### src/rtl/xlat_chk_pkg.sv
// Shared types and constants for the translation range checker.
// Assumes 4 KiB pages and 9 index bits per table level.
package xlat_chk_pkg;
    localparam int ADDR_W   = 64;
    localparam int PG_SHIFT = 12;
    localparam int IDX_W    = 9;
    localparam int WIDEN_W  = 2;

    typedef enum logic [1:0] {
        FK_NONE  = 2'b00,
        FK_PAGE  = 2'b01,
        FK_GUEST = 2'b10
    } fault_kind_e;

    typedef enum logic [2:0] {
        MD_BARE32 = 3'd0,
        MD_L3     = 3'd1,
        MD_L4     = 3'd2,
        MD_L5     = 3'd3
    } xlat_mode_e;
endpackage

### src/rtl/xlat_span_chk.sv
// Checks one fixed span width: sign-extension legality for first stage,
// zero upper bits for the two-bit-wider second stage span.
// Assumes LEVELS*IDX_W+PG_SHIFT+WIDEN_W < ADDR_W.
module xlat_span_chk
    import xlat_chk_pkg::*;
#(
    parameter int LEVELS = 3
) (
    input  logic [ADDR_W-1:0] addr,
    output logic              s1_ok,
    output logic              s2_ok
);
    localparam int S1_W = PG_SHIFT + LEVELS * IDX_W;
    localparam int S2_W = S1_W + WIDEN_W;

    logic [ADDR_W-S1_W:0] s1_top;
    logic [ADDR_W-S2_W-1:0] s2_top;

    // Slice the bits that must agree or be zero.
    always_comb begin
        s1_top = addr[ADDR_W-1:S1_W-1];
        s2_top = addr[ADDR_W-1:S2_W];
        s1_ok  = (s1_top == '0) || (s1_top == '1);
        s2_ok  = (s2_top == '0);
    end
endmodule

### src/rtl/xlat_verdict.sv
// Combines span results per mode into a fault kind.
// Assumes one span checker per paging depth (3, 4, 5 levels).
module xlat_verdict
    import xlat_chk_pkg::*;
#(
    parameter int N_DEPTH   = 3,
    parameter int MIN_LEVEL = 3
) (
    input  logic [ADDR_W-1:0] addr,
    input  logic              stage2,
    input  logic [2:0]        mode,
    output logic [1:0]        kind
);
    logic [N_DEPTH-1:0] s1_ok, s2_ok;

    genvar g;
    generate
        for (g = 0; g < N_DEPTH; g++) begin : g_span
            xlat_span_chk #(.LEVELS(MIN_LEVEL + g)) u_span (
                .addr  (addr),
                .s1_ok (s1_ok[g]),
                .s2_ok (s2_ok[g])
            );
        end
    endgenerate

    logic legal;
    logic [2:0] depth_idx;

    // Select the span result for the requested mode.
    always_comb begin
        legal     = 1'b0;
        depth_idx = mode - 3'd1;
        if (mode == MD_BARE32)
            legal = 1'b1;
        else if (int'(mode) <= N_DEPTH)
            legal = stage2 ? s2_ok[depth_idx] : s1_ok[depth_idx];
        kind = legal ? FK_NONE : (stage2 ? FK_GUEST : FK_PAGE);
    end
endmodule

### config.mk
export PLATFORM = sky130hd
export DESIGN_NAME = xlat_verdict
export DESIGN_NICKNAME = d
export VERILOG_FILES = /design/src/rtl/xlat_chk_pkg.sv /design/src/rtl/xlat_span_chk.sv /design/src/rtl/xlat_verdict.sv
export SDC_FILE = /design/constraint.sdc
export NUM_CORES = 1
export LEC_CHECK = 0
export BUFFER_PORTS_ARGS = -buffer_cell sky130_fd_sc_hd__buf_2
export CAP_MARGIN = 15
export CORE_AREA = 2 2 39 41
export DETAILED_ROUTE_END_ITERATION = 8
export DIE_AREA = 0 0 41 43
export PLACE_DENSITY_LB_ADDON = 0.1
export SYNTH_ARGS = -nofsm -noshare
export SYNTH_HDL_FRONTEND = slang
export SYNTH_SLANG_ARGS = --single-unit
export TNS_END_PERCENT = 50
### constraint.sdc
create_clock -name vclk -period 2.8
set_input_delay 0.56 -clock vclk [all_inputs]
set_output_delay 0.56 -clock vclk [all_outputs]
set_load 0.02 [all_outputs]
==> reports/metrics.cfg <==
[global_routing]
grt_overflow_total = 0
grt_util_all_layers = 0.123
antenna_found_initial = 0
grt_pass1_vias = 436
grt_pass1_wl_mm = 1.61
grt_max_degree = 6

[route]
ant_nets = 0
post_drt_wl_per_cell_microns = 9.71
viasPerCell = 4.95
drt-total-wl_microns = 893
drtIter0Drc = 1
detail_route.drc_violations = 0
drt-pass1-iter-count = 2
dr_total_vias = 455

[final_layout]
diodes = 0
nets = 148
regArea_sq_um = 0
design_area_sq_um = 444
layout.cells.non_filler = 92
nFlopsAndLatches = 0
clock_buffer_count = 0
nFillCells = 171
area_growth_pct = 68.2
final_util = 0.321
drive_gt1_frac = 0.434

[timing]
tns_ns = 0
setup_viol = 0
rsz0062_at_grt = no
final_max_slew_viol_count = 0
post-route-period-util = 0.892
period_minus_slack_ns = 2.50
timing.final.hold_violations = 0
fmax_ghz = 0.400
relSlewSlack = 0.740
tightest_slew_ns = 0.386
worst_slack_ns = 0.302

[clocking]
cts_resized = 0
postCtsHoldBufs = 0
cts_setup_buffers = 0

[power]
p_int_mw = 0.0278
max-vdd-ir-drop_mv = 0.0279
p_seq_frac = 0
comb_power_share = 1.000
switchingPower_mw = 0.0268
pwr_density_cell_nw_per_um2 = 123
clkPwrFrac = 0
leakage_nw = 0.210
p_sw_frac = 0.491

[floorplan]
fp-row-count = 14
die_w_microns = 41
floorplan.initialDensity = 0.191
die_area_sq_um = 1760
io_pins = 70
coreArea_sq_um = 1380
die-height_microns = 43

[placement]
pre_cts_slack_ns = 0.277
dpl_cell_area_sq_um = 444
port_buffers = 32
place.detailed.hpwl_microns = 873
dp.cells = 92
routabilityCongestion = 0.647

[synthesis]
synth_nets = 114
ys_seq_area_frac = 0
netlist_instances = 44
synth_common_cells = nor2_1, nand3_1, nand4_1, nor3_1
syn_area_sq_um = 264
synth.area.top_cells = ha_1, nand4_1, nor2_1, nand3_1, nor3_1
synth_cell_types = 23
synthMostInstantiatedCell = nor2_1
synth_top_area_cell = ha_1
ys_warn_count = 0
post_synth.cell_area_avg_sq_um = 6.00
yosysTopAreaCellShare = 0.0948

[worst_setup_path]
end_kind = output port
crit_chain = buf_2, nor3_1, nand3_1, o41ai_2, o21ai_1, a22o_1, buf_2
critPathMaxStageDelay_ns = 0.36
crit_slowest_cell = o41ai_2
crit_buf_inv = 2
path_delay_family = compound AO/OA/AOI/OAI gates
path_class = input port to output port
crit_top_cell = buf_2
worst_ep_required_time_ns = 2.24
startpoint_type = input port
arrival_ns = 1.94
path_max_fanout = 3

[job]
maxCapViolations = 0

[hold_path]
min-delay-path-class = input port to output port

[outcome]
status = finished, final reports clean

-- worst min-delay path: cells and delay by family --
family / cells / cell delay [ns]
buffers and inverters: 2 / 0.27
AOI/OAI and AO/OA: 1 / 0.10
-- cell families after synthesis --
kind of cell	Yosys count	share of synthesized area
and+or+nand+nor	29	0.574
AOI/OAI and AO/OA	11	0.303
adders and majority gates	2	0.0948
buffers and inverters	2	0.0284
-- routing by layer --
layer / GRT usage / share of wire / wire, microns / vias to the layer above
met5: 0 / 0 / 0 / -
met4: 0 / 0 / 0 / 0
met3: 0 / 0.068 / 61 / 0
met2: 0.219 / 0.51 / 458 / 19
met1: 0.168 / 0.42 / 373 / 191
li1: - / - / - / 245
-- cell type report --
cell class | count | area, sq um | share of cell area
multi-input cells | 42 | 256 | 0.577
repair buffers | 32 | 160 | 0.361
well taps | 16 | 20.0 | 0.0451
inverters | 2 | 7.51 | 0.0169
-- cells in the final DEF (no fill, tap or decap), types with 2 or more instances in the layout --
| master | netlist | routed |
|---|---|---|
| nand4_1 | 4 | 4 |
| nand2_1 | 3 | 3 |
| nor4_1 | 3 | 3 |
| a21oi_1 | 2 | 2 |
| nor2_1 | 6 | 6 |
| nand3_1 | 4 | 4 |
| inv_1 | 2 | 2 |
| nor3_1 | 4 | 4 |
| ha_1 | 2 | 2 |
| buf_2 | 0 | 32 |
-- path summary, 6_finish.rpt --
path              startpoint  cells past startpoint  slack (ns)  endpoint
setup / recovery    addr[56]                      7        0.30   kind[0]
hold / removal        stage2                      3        1.48   kind[1]
-- metrics by stage --
step | power (mW) | hold WS [ns]
4_1_cts | 0.0556 | 1.49
5_1_grt | 0.0624 | 1.51
2_1_floorplan | 0.0234 | 1.27
3_5_place_dp | 0.0556 | 1.49
6_report | 0.0546 | 1.48
3_3_place_gp | 0.0554 | 1.49
-- power by group through the flow --
stage	Combinational [mW]	Clock (mW)	Sequential (mW)
detailed placement	0.0556	0	0
CTS	0.0556	0	0
global route	0.0624	0	0
global placement	0.0554	0	0
floorplan	0.0234	0	0
finish	0.0546	0	0
No activity file was read; power rests on OpenSTA's default activity.
